## config.mk

```make
export PLATFORM = sky130hd
export DESIGN_NAME = timer_bank
export DESIGN_NICKNAME = d
export VERILOG_FILES = /design/src/rtl/tmr_pkg.sv /design/src/rtl/tmr_decode.sv /design/src/rtl/tmr_chan.sv /design/src/rtl/timer_bank.sv
export SDC_FILE = /design/constraint.sdc
export NUM_CORES = 1
export LEC_CHECK = 0
export ABC_AREA = 0
export ABC_CLOCK_PERIOD_IN_PS = 5000
export BUFFER_PORTS_ARGS = -buffer_cell sky130_fd_sc_hd__buf_4
export CORE_MARGIN = 2
export CORE_UTILIZATION = 35
export CTS_BUF_LIST = sky130_fd_sc_hd__clkbuf_4 sky130_fd_sc_hd__clkbuf_8 sky130_fd_sc_hd__clkbuf_16
export DETAILED_ROUTE_END_ITERATION = 6
export PLACE_DENSITY = 0.48
export SLEW_MARGIN = 20
export SYNTH_ARGS = -nofsm -noshare
export SYNTH_HDL_FRONTEND = slang
export SYNTH_HIERARCHICAL = 1
export SYNTH_SLANG_ARGS = --single-unit
export TNS_END_PERCENT = 5
```

## constraint.sdc

```tcl
create_clock -name clk -period 5 [get_ports clk]
set_input_delay 0.75 -clock clk [delete_from_list [all_inputs] [get_ports clk]]
set_output_delay 0.75 -clock clk [all_outputs]
set_load 0.02 [all_outputs]
```

## src/rtl/tmr_pkg.sv

```systemverilog
package tmr_pkg;
  localparam int DATA_W    = 32;
  localparam int CTL_DOWN  = 1;
  localparam int CTL_RELD  = 4;
  localparam int CTL_IEN   = 6;
  localparam int CTL_RUN   = 7;
  localparam int CTL_FLAG  = 8;

  localparam logic [1:0] WORD_CTL   = 2'd0;
  localparam logic [1:0] WORD_LOAD  = 2'd1;
  localparam logic [1:0] WORD_COUNT = 2'd2;
  localparam logic [1:0] WORD_SPARE = 2'd3;

  typedef struct packed {
    logic ctlWr;
    logic loadWr;
    logic spareWr;
  } chanStrb_t;
endpackage

```

## src/rtl/tmr_decode.sv

```systemverilog
module tmr_decode
  import tmr_pkg::*;
#(
  parameter int NUM_CHAN = 4,
  parameter int ADDR_W   = 6,
  localparam int IDX_W   = ADDR_W - 2
) (
  input  logic                   clk,
  input  logic                   rstN,
  input  logic                   wrEn,
  input  logic [ADDR_W-1:0]      addr,
  output chanStrb_t [NUM_CHAN-1:0] strb,
  output logic                   rdHit,
  output logic [IDX_W-1:0]       rdIdx,
  output logic [1:0]             rdWord
);
  logic [IDX_W-1:0] chanIdx;
  logic [1:0]       wordSel;
  logic             inRange;
  logic [NUM_CHAN-1:0] anyWr;

  assign chanIdx = addr[ADDR_W-1:2];
  assign wordSel = addr[1:0];
  assign inRange = 32'(chanIdx) < NUM_CHAN;

  assign rdHit  = inRange;
  assign rdIdx  = chanIdx;
  assign rdWord = wordSel;

  for (genvar c = 0; c < NUM_CHAN; c++) begin : g_strb
    logic sel;
    assign sel = wrEn && inRange && (chanIdx == IDX_W'(c));
    assign strb[c].ctlWr   = sel && (wordSel == WORD_CTL);
    assign strb[c].loadWr  = sel && (wordSel == WORD_LOAD);
    assign strb[c].spareWr = sel && (wordSel == WORD_SPARE);
    assign anyWr[c] = strb[c].ctlWr | strb[c].loadWr | strb[c].spareWr;
  end

  AST_OOR_NO_STROBE: assert property (@(posedge clk) disable iff (!rstN)
    (wrEn && (32'(addr[ADDR_W-1:2]) >= NUM_CHAN)) |-> (anyWr == '0));

  AST_ONE_TARGET: assert property (@(posedge clk) disable iff (!rstN)
    $onehot0(anyWr));
endmodule

```

## src/rtl/tmr_chan.sv

```systemverilog
module tmr_chan
  import tmr_pkg::*;
(
  input  logic              clk,
  input  logic              rstN,
  input  chanStrb_t         strb,
  input  logic [DATA_W-1:0] wdata,
  output logic [DATA_W-1:0] ctlOut,
  output logic [DATA_W-1:0] loadOut,
  output logic [DATA_W-1:0] cntOut,
  output logic [DATA_W-1:0] spareOut,
  output logic              irqReq
);
  logic [DATA_W-1:0] ctlReg, loadQ, cntQ, spareQ;
  logic flagQ, runQ;
  logic stepping, atTerm, expire, isDown;

  assign isDown   = ctlReg[CTL_DOWN];
  assign atTerm   = isDown ? (cntQ == '0) : (cntQ == '1);
  assign stepping = runQ && ctlReg[CTL_RUN] && !strb.ctlWr;
  assign expire   = stepping && atTerm;

  always_ff @(posedge clk or negedge rstN) begin
    if (!rstN) begin
      ctlReg <= '0;
      loadQ  <= '0;
      spareQ <= '0;
      cntQ   <= '0;
      flagQ  <= 1'b0;
      runQ   <= 1'b0;
    end else begin
      if (strb.loadWr)  loadQ  <= wdata;
      if (strb.spareWr) spareQ <= wdata;
      if (strb.ctlWr) begin
        ctlReg <= wdata & ~(DATA_W'(1) << CTL_FLAG);
        runQ   <= wdata[CTL_RUN];
        if (wdata[CTL_FLAG]) flagQ <= 1'b0;
        if (wdata[CTL_RUN])  cntQ  <= loadQ;
      end else if (stepping) begin
        if (atTerm) begin
          flagQ <= 1'b1;
          if (ctlReg[CTL_RELD]) cntQ <= loadQ;
          else                  runQ <= 1'b0;
        end else if (isDown) begin
          cntQ <= cntQ - 1'b1;
        end else begin
          cntQ <= cntQ + 1'b1;
        end
      end
    end
  end

  always_comb begin
    ctlOut = ctlReg;
    ctlOut[CTL_FLAG] = flagQ;
  end
  assign loadOut  = loadQ;
  assign cntOut   = cntQ;
  assign spareOut = spareQ;
  assign irqReq   = flagQ && ctlReg[CTL_IEN];

  AST_RESTART_LOAD: assert property (@(posedge clk) disable iff (!rstN)
    (strb.ctlWr && wdata[CTL_RUN]) |=> (cntQ == $past(loadQ)));

  AST_STEP_ONE: assert property (@(posedge clk) disable iff (!rstN)
    (stepping && !atTerm) |=>
      (cntQ == ($past(isDown) ? $past(cntQ) - 1'b1 : $past(cntQ) + 1'b1)));

  AST_FLAG_AT_TERM: assert property (@(posedge clk) disable iff (!rstN)
    $rose(flagQ) |-> ($past(isDown) ? ($past(cntQ) == '0) : ($past(cntQ) == '1)));

  AST_UP_WRAP: assert property (@(posedge clk) disable iff (!rstN)
    (stepping && !isDown && cntQ == '1) |=> flagQ);

  AST_RELOAD: assert property (@(posedge clk) disable iff (!rstN)
    (expire && ctlReg[CTL_RELD]) |=> (cntQ == $past(loadQ) && runQ));

  AST_FREEZE: assert property (@(posedge clk) disable iff (!rstN)
    (!ctlReg[CTL_RUN] && !strb.ctlWr) |=> $stable(cntQ));

  AST_FLAG_CLEAR: assert property (@(posedge clk) disable iff (!rstN)
    (strb.ctlWr && wdata[CTL_FLAG]) |=> !flagQ);
endmodule

```

## src/rtl/timer_bank.sv

```systemverilog
module timer_bank
  import tmr_pkg::*;
#(
  parameter int NUM_CHAN = 4,
  parameter int ADDR_W   = 6
) (
  input  logic              clk,
  input  logic              rstN,
  input  logic              wrEn,
  input  logic [ADDR_W-1:0] addr,
  input  logic [31:0]       wdata,
  output logic [31:0]       rdata,
  output logic              irq
);
  localparam int IDX_W = ADDR_W - 2;

  chanStrb_t [NUM_CHAN-1:0] strb;
  logic                     rdHit;
  logic [IDX_W-1:0]         rdIdx;
  logic [1:0]               rdWord;
  logic [DATA_W-1:0] ctlV [NUM_CHAN];
  logic [DATA_W-1:0] loadV[NUM_CHAN];
  logic [DATA_W-1:0] cntV [NUM_CHAN];
  logic [DATA_W-1:0] sparV[NUM_CHAN];
  logic [NUM_CHAN-1:0] irqReq, flagVec;

  tmr_decode #(.NUM_CHAN(NUM_CHAN), .ADDR_W(ADDR_W)) u_decode (
    .clk(clk), .rstN(rstN), .wrEn(wrEn), .addr(addr),
    .strb(strb), .rdHit(rdHit), .rdIdx(rdIdx), .rdWord(rdWord));

  for (genvar c = 0; c < NUM_CHAN; c++) begin : g_chan
    tmr_chan u_chan (
      .clk(clk), .rstN(rstN), .strb(strb[c]), .wdata(wdata),
      .ctlOut(ctlV[c]), .loadOut(loadV[c]), .cntOut(cntV[c]),
      .spareOut(sparV[c]), .irqReq(irqReq[c]));
    assign flagVec[c] = ctlV[c][CTL_FLAG];
  end

  always_comb begin
    rdata = '0;
    for (int c = 0; c < NUM_CHAN; c++) begin
      if (rdHit && (32'(rdIdx) == c)) begin
        case (rdWord)
          WORD_CTL:   rdata = ctlV[c];
          WORD_LOAD:  rdata = loadV[c];
          WORD_COUNT: rdata = cntV[c];
          default:    rdata = sparV[c];
        endcase
      end
    end
  end

  assign irq = |irqReq;

  AST_IRQ_SRC: assert property (@(posedge clk) disable iff (!rstN)
    irq |-> (flagVec != '0));
endmodule

```

== Yosys cells after proc, flatten, opt, wreduce, memory -nomap -nowiden ==
Index checks and enable logic that the tools add are counted.

* Flip-flop bits (word level): 516
* Output and inout port bits: 33

* Add/subtract/negate cells: 8
* Magnitude comparators: 1
* Equality and inequality tests: 26
* Mux-type cells: 65
* Reductions and logical operators: 64

{| class="wikitable"
|+ Operator list
! cell !! number
|-
| 32-bit 2-to-1 mux || 28
|-
| 32-bit one-hot mux with 3 select lines || 4
|-
| 32-bit by 1-bit adder with 32-bit output (second input constant) || 4
|-
| 32-bit == test (second input constant) || 4
|-
| 32-bit logical NOT || 4
|-
| 32-bit by 1-bit subtractor with 32-bit output (second input constant) || 4
|-
| 3-bit AND reduction || 12
|-
| 1-bit logical AND || 33
|-
| 1-bit 2-to-1 mux || 33
|-
| 2-bit != test (second input constant) || 8
|-
| 2-bit nonzero test || 8
|-
| 3-bit by 1-bit != test with 1-bit output (second input constant) || 4
|-
| 4-bit by 2-bit == test with 1-bit output (second input constant) || 2
|-
| 2-bit by 1-bit != test with 1-bit output (second input constant) || 4
|-
| 2-bit == test (second input constant) || 2
|-
| 4-bit by 1-bit == test with 1-bit output (second input constant) || 1
|-
| 1-bit logical NOT || 4
|-
| 4-bit logical NOT || 1
|-
| 4-bit by 3-bit < comparator with 1-bit output (second input constant) || 1
|-
| 4-bit OR reduction || 1
|-
| 2-bit by 1-bit == test with 1-bit output (second input constant) || 1
|-
| 2-bit logical NOT || 1
|}

== Depth between registers and ports, before layout ==
* Depth in word-level cells: 8
* Depth in mapped cells: 11
* Mapped depth without buffers: 9

== Modules after synthesis ==
The synthesis kept the hierarchy.

{| class="wikitable"
|+ Modules (own cells, without submodules)
! module !! times used !! cells each !! area each (µm²) !! sequential area each (µm²)
|-
| tmr_chan || 4 || 651 || 6986.7 || 3228.1
|-
| timer_bank || 1 || 353 || 4189.0 || 0.0
|-
| tmr_decode || 1 || 28 || 197.7 || 0.0
|}

== Worst setup path before layout ==
OpenSTA, ideal clock, no wires.

* Path kind: flip-flop to flip-flop
* From: reg g_chan[0].u_chan.ctlReg[1]
* To: reg g_chan[0].u_chan.cntQ[31]
* Arrival: 3.116 ns
* Required time: 4.874 ns
* Slack: 1.758 ns
* Stages on the path, launching flop included: 10
* Path buffers: 0
* Clock period less this slack: 3.242 ns
* Cells stage by stage: dfrtp_1 > ha_1 > a21o_1 > a21oi_1 > o21ai_1 > a21o_1 > a211o_1 > a31oi_1 > mux2_1 > o311a_1

* Cells in the longest elaborated chain, start to end: 4

{| class="wikitable"
|+ Ends and longest elaborated chain
! what !! line !! source
|-
| from (decl) || tmr_chan.sv:14 || <nowiki>logic [DATA_W-1:0] ctlReg, loadQ, cntQ, spareQ;</nowiki>
|-
| from (signal assigned) || tmr_chan.sv:35 || <nowiki>ctlReg <= wdata & ~(DATA_W'(1) << CTL_FLAG);</nowiki>
|-
| 32-bit 2-to-1 mux or 1-bit 2-to-1 mux (tied branches) || tmr_chan.sv:44, tmr_chan.sv:19 ||
|-
| 32-bit 2-to-1 mux || tmr_chan.sv:40 || <nowiki>if (atTerm) begin</nowiki>
|-
| 32-bit 2-to-1 mux || tmr_chan.sv:39 || <nowiki>end else if (stepping) begin</nowiki>
|-
| 32-bit 2-to-1 mux || tmr_chan.sv:34 || <nowiki>if (strb.ctlWr) begin</nowiki>
|-
| to (signal assigned) || tmr_chan.sv:38 || <nowiki>if (wdata[CTL_RUN]) cntQ <= loadQ;</nowiki>
|-
| to (signal assigned) || tmr_chan.sv:42 || <nowiki>if (ctlReg[CTL_RELD]) cntQ <= loadQ;</nowiki>
|-
| to (signal assigned) || tmr_chan.sv:45 || <nowiki>cntQ <= cntQ - 1'b1;</nowiki>
|-
| to (decl) || tmr_chan.sv:14 ||
|}

Parallel ways exist; a longest one is shown, timed or not. The select of a mux whose other input is x is not followed.
A chain may end at the register's enable or synchronous reset.

== Worst setup path in the final report ==
* From: in addr[5]
* To: out rdata[31]

* Cells in the longest elaborated chain, start to end: 6

{| class="wikitable"
|+ Ends and longest elaborated chain
! what !! line !! source
|-
| from (decl) || timer_bank.sv:10 || <nowiki>input logic [ADDR_W-1:0] addr,</nowiki>
|-
| 4-bit by 3-bit < comparator with 1-bit output * || tmr_decode.sv:24 || <nowiki>assign inRange = 32'(chanIdx) < NUM_CHAN;</nowiki>
|-
| via rdHit || timer_bank.sv:18 || <nowiki>logic rdHit;</nowiki>
|-
| 1-bit logical AND || timer_bank.sv:42 || <nowiki>if (rdHit && (32'(rdIdx) == c)) begin</nowiki>
|-
| 32-bit 2-to-1 mux (3 in series) || timer_bank.sv:42 ||
|-
| 32-bit 2-to-1 mux * || timer_bank.sv:42 ||
|-
| to (decl) || timer_bank.sv:12 || <nowiki>output logic [31:0] rdata,</nowiki>
|}

The timed path passes the listed nets; every way through them passes the cells marked *.

==> results by stage <==
Timing:
- After layout, the worst setup slack is 951 ps.
- The final-report setup violation count is 0.
- The post-route setup TNS is 0 ps.
- The final-report hold violation count is 0.
- The final max-slew violation count is 0.
- The worst-case clock skew is between 10 and 15 ps.
- The worst path uses about four fifths of the clock period.
- The highest attainable clock frequency is roughly 0.25 GHz.
- The headroom to the max-slew limit is 25.1%.
- Setup repair after global routing left no endpoint under its margin.
- The clock period could shrink to 4050 ps.
- The measured slew at the worst slew-check pin is between 1000 and 1500 ps.

Place:
- At the placement stage, the worst setup path has a slack of approximately 940 ps.
- The global placer's final weighted congestion is roughly 0.86.
- Detailed placement ended at an HPWL of between 80,000 and 90,000 um.
- The total placed cells including tap cells is about 4,100.
- The total placed instance area is ~34,000 um^2.
- The quantity of I/O buffers inserted on ports is 73.

Drt:
- The overall via count from detail_route is around 25,000.
- After detailed routing, the average wire length per cell comes to roughly 27 um.
- In the routed layout, each cell is associated on average with a via count of roughly 6.0.
- The detailed-route wire length is 112,000 um.
- The first routing iteration left ~2,200 violations.
- After detailed routing, the number of remaining DRC violations is 0.
- Before antenna repair, the detailed router went through 5 iterations.
- Once detail routing completed, the nets flagged for antenna violations numbered 0.

GRT:
- The number of global-route vias before repair was ~25,000.
- Global routing used about a quarter of the available tracks across all layers.
- The initial antenna violation count was 7.
- The global-route wire length before repair is between 150,000 and 200,000 um.
- Summed over all layers, the global routing overflow is 0.
- Entering global routing, the biggest net connects 106 pins.

Worst setup path:
- For this run, the slowest stage of the critical path takes roughly 800 ps.
- Broken down by cell family, the worst path's largest delay share belongs to simple AND/OR/NAND/NOR gates.
- The critical path contains buffers and inverters numbering 3 combined.
- The cell repeated most along the worst path is sky130_fd_sc_hd__buf_4.
- The maximum net fanout on the critical path is 27.
- Traced cell by cell, the critical path runs through buf_4 -> nor2_1 -> nand4bb_2 -> buf_4 -> nor3_1 -> a31oi_1 -> buf_4.
- The type of origin of the critical path is an input port.
- The required time of the critical path is 4250 ps.
- The setup path with the least slack is of type input port to output pin.
- The signal arrival time at the worst endpoint is approximately 3300 ps.
- The sort of element at the end of the critical path is an output pin.
- The cell type of the slowest stage on the worst timing path is sky130_fd_sc_hd__nand4bb_2.

Synthesis:
- The dominant combinational cell family by area after synthesis is multiplexers.
- The post-synthesis sequential area ratio is about two fifths.
- The synthesized net count is 3,150.
- The synthesized-area fraction occupied by adder cells is under 10%.
- In this run, distinct cell masters in the synthesized netlist total 75.
- The flop and latch count out of synthesis is roughly 520.
- The Yosys step of the flow raised 6 warnings.
- In this run, synthesis inferred 0 flip-flops with an integrated enable.
- The predominant post-synthesis flop cell is sky130_fd_sc_hd__dfrtp_1.
- The fraction of the mapped netlist area in compound gates is 13.6%.
- The synthesized netlist occupies a cell area of approximately 32,000 um^2.
- The multiplexer fraction of the synthesized cell area is ~22%.
- Counting every instance in the synthesized netlist gives roughly 3,000.
- The post-synthesis simple-gate area fraction is roughly 13%.
- The share of flip-flops with an asynchronous set or reset after synthesis is between 90% and 100%.
- Summing the areas of all xor and xnor instances in the mapped netlist gives about 2.4% of the synthesized area.
- The average cell area after synthesis is 10.8 um^2.

Clock network:
- The quantity of hold-fixing buffers added after cts is 0.
- The master cell of the clock root buffer is sky130_fd_sc_hd__clkbuf_16.
- The clock tree synthesis step divided the H-tree into 2 levels.
- The buffer levels on the longest clock path is 3.
- The post-cts repair resize count is 0.
- The insertion delay of the later-clocked pin in the worst-skew pair is 640 ps.
- TritonCTS built the clock tree.
- The number of clock buffers inserted by TritonCTS is 58.
- Clock-pin slew was measured on the worst setup and hold paths at approximately 60 ps.
- The number of clock sinks is about 520.
- The post-CTS setup buffer count is 0.

Finish:
- In the layout the commonest cells are sky130_fd_sc_hd__dfrtp_1 (516), sky130_fd_sc_hd__mux2_2 (376), sky130_fd_sc_hd__nand2_1 (222).
- The fraction of final layout cells sized beyond drive strength 1 is between 20% and 30%.
- The final-stage net count is between 3,000 and 4,000.
- The library cell used most frequently in the layout, excluding fill and tap cells, is sky130_fd_sc_hd__dfrtp_1.
- The final instance area is 36,000 um^2.
- The synthesis-to-layout area growth is 11.4%.
- The number of filler cells placed in the layout is around 8,900.
- Once layout is complete, the cells apart from fillers number roughly 4,200.

Power and ir drop:
- The relative contribution of sequential cells to total power is a little over a third.
- The static leakage power is around 0.016 uW.
- For this design the total switching power over the nets is 7230 uW.
- The peak supply drop is approximately 0.29 mV.
- The total power is roughly 18,000 uW.
- The clock network accounts for roughly 24% of the total power.
- Per report_power, the combinational group accounts for roughly two fifths of the total.
- Dividing total power by cell area gives a power density of 500 nW/um^2.
- Internal power comes to 10,800 uW.
- The proportion of total power due to net switching is 40.1%.

Floorplan:
- For this design the top-level I/O count stands at between 70 and 80.
- Row generation in the floorplan step produced 111 rows.
- The core region is 91,700 um^2.
- The die boundary width is a little over 300 um.
- In this run the vertical extent of the chip is slightly above 300 um.
- The die covers 94,800 um^2.
- The initial cell density of the core is about a third.

Status:
- The run finished with clean final reports.

Min path:
- The min-delay analysis places its worst path in the category input port to async pin.

Flow run:
- The number of violations of the max-capacitance limit is 0.
-- area by class of cell --
type	count	area (um^2)	area share, %
timing repair buffer	141	1180	3.27
antenna	2	5.00	0.0139
tap	1186	1480	4.12
multi-input combinational	2193	18300	50.7
clock buffer	86	1780	4.94
inverter	65	245	0.681
sequential	516	12900	35.9
clock inverter	15	153	0.424
-- registers in the layout, summed over array words and instances (netlist names) --
register                cells
g_chan.u_chan/runQ          4
g_chan.u_chan/loadOut     128
g_chan.u_chan/flagQ         4
g_chan.u_chan/ctlReg      124
g_chan.u_chan/spareOut    128
g_chan.u_chan/cntOut      128
-- synth_stat cells (all sizes together) (5+ instances only) --
master  number  share of area [%]
dfrtp      516                 40
mux2       384                 13
nand2      222                2.6
nor2       179                2.1
a21oi      156                2.6
nand3      152                2.5
mux4       128                8.9
a31oi      124                2.7
ha         120                4.6
o21ai      119                1.9
buf        111                2.1
clkbuf     100                1.2
a21o        76                1.8
inv         65               0.75
nand4       56                1.1
nor3        54               0.85
xor2        48                1.3
and3        40               0.77
xnor2       40                1.1
o21a        32               0.74
nor4        30               0.60
a41oi       24               0.65
a211oi      13               0.36
a211o       12               0.33
and2        12               0.23
and4        12               0.33
nand2b      12               0.23
o211ai      12               0.28
o21bai      12               0.28
o221ai      12               0.33
nand3b       9               0.21
a311o        8               0.25
o311ai       8               0.43
or2          8               0.15
or3          8               0.22
nor4b        7               0.31
nor3b        5               0.12
or4          5               0.12
-- routing by layer --
metal	GRT usage, %	vias up	wire length (um)
met5	0	-	9
met4	7.29	2	3440
met3	3.29	154	5840
met2	37.4	729	51900
met1	32.9	13004	50600
li1	-	11231	-
-- power groups by stage --
stage	Clock (uW)	Combinational (uW)	Sequential [uW]
after floorplan	0	5460	5830
after global placement	0	6960	6540
after detailed placement	0	7050	6580
after CTS	4450	7110	6510
after global routing	4610	7910	6630
final	4350	7150	6520
-- cells by family (layout without fill, tap and decap cells) --
group,Yosys count,count (layout)
simple gates,829,829
other cells,0,2
fa+ha+maj,124,124
compound gates,640,640
buf+inv,276,307
flops,516,516
mux,512,512
xor+xnor,88,88
-- final timing paths --
check / from / to / cells past startpoint / slack, ps
min reg2reg: g_chan[3].u_chan/spareOut[28] / g_chan[3].u_chan/spareOut[28] / 1 / 500
max reg2reg: g_chan[3].u_chan/ctlReg[1] / g_chan[3].u_chan/cntOut[31] / 10 / 1160
min: rstN / g_chan[1].u_chan/cntOut[0] / 1 / 200
max in group asynchronous: rstN / g_chan[0].u_chan/loadOut[26] / 2 / 3610
min in group clk: g_chan[3].u_chan/spareOut[28] / g_chan[3].u_chan/spareOut[28] / 1 / 500
max: addr[5] / rdata[31] / 7 / 950
-- stage by stage --
| step | hold slack [ps] | utilization, % |
|---|---|---|
| floorplan | 454 | - |
| global placement | 484 | 37.2 |
| detailed placement | 491 | 37.2 |
| CTS | 228 | 39.3 |
| global route | 258 | 39.3 |
| finish | 198 | 39.3 |
(Power assumes the default switching activity.)
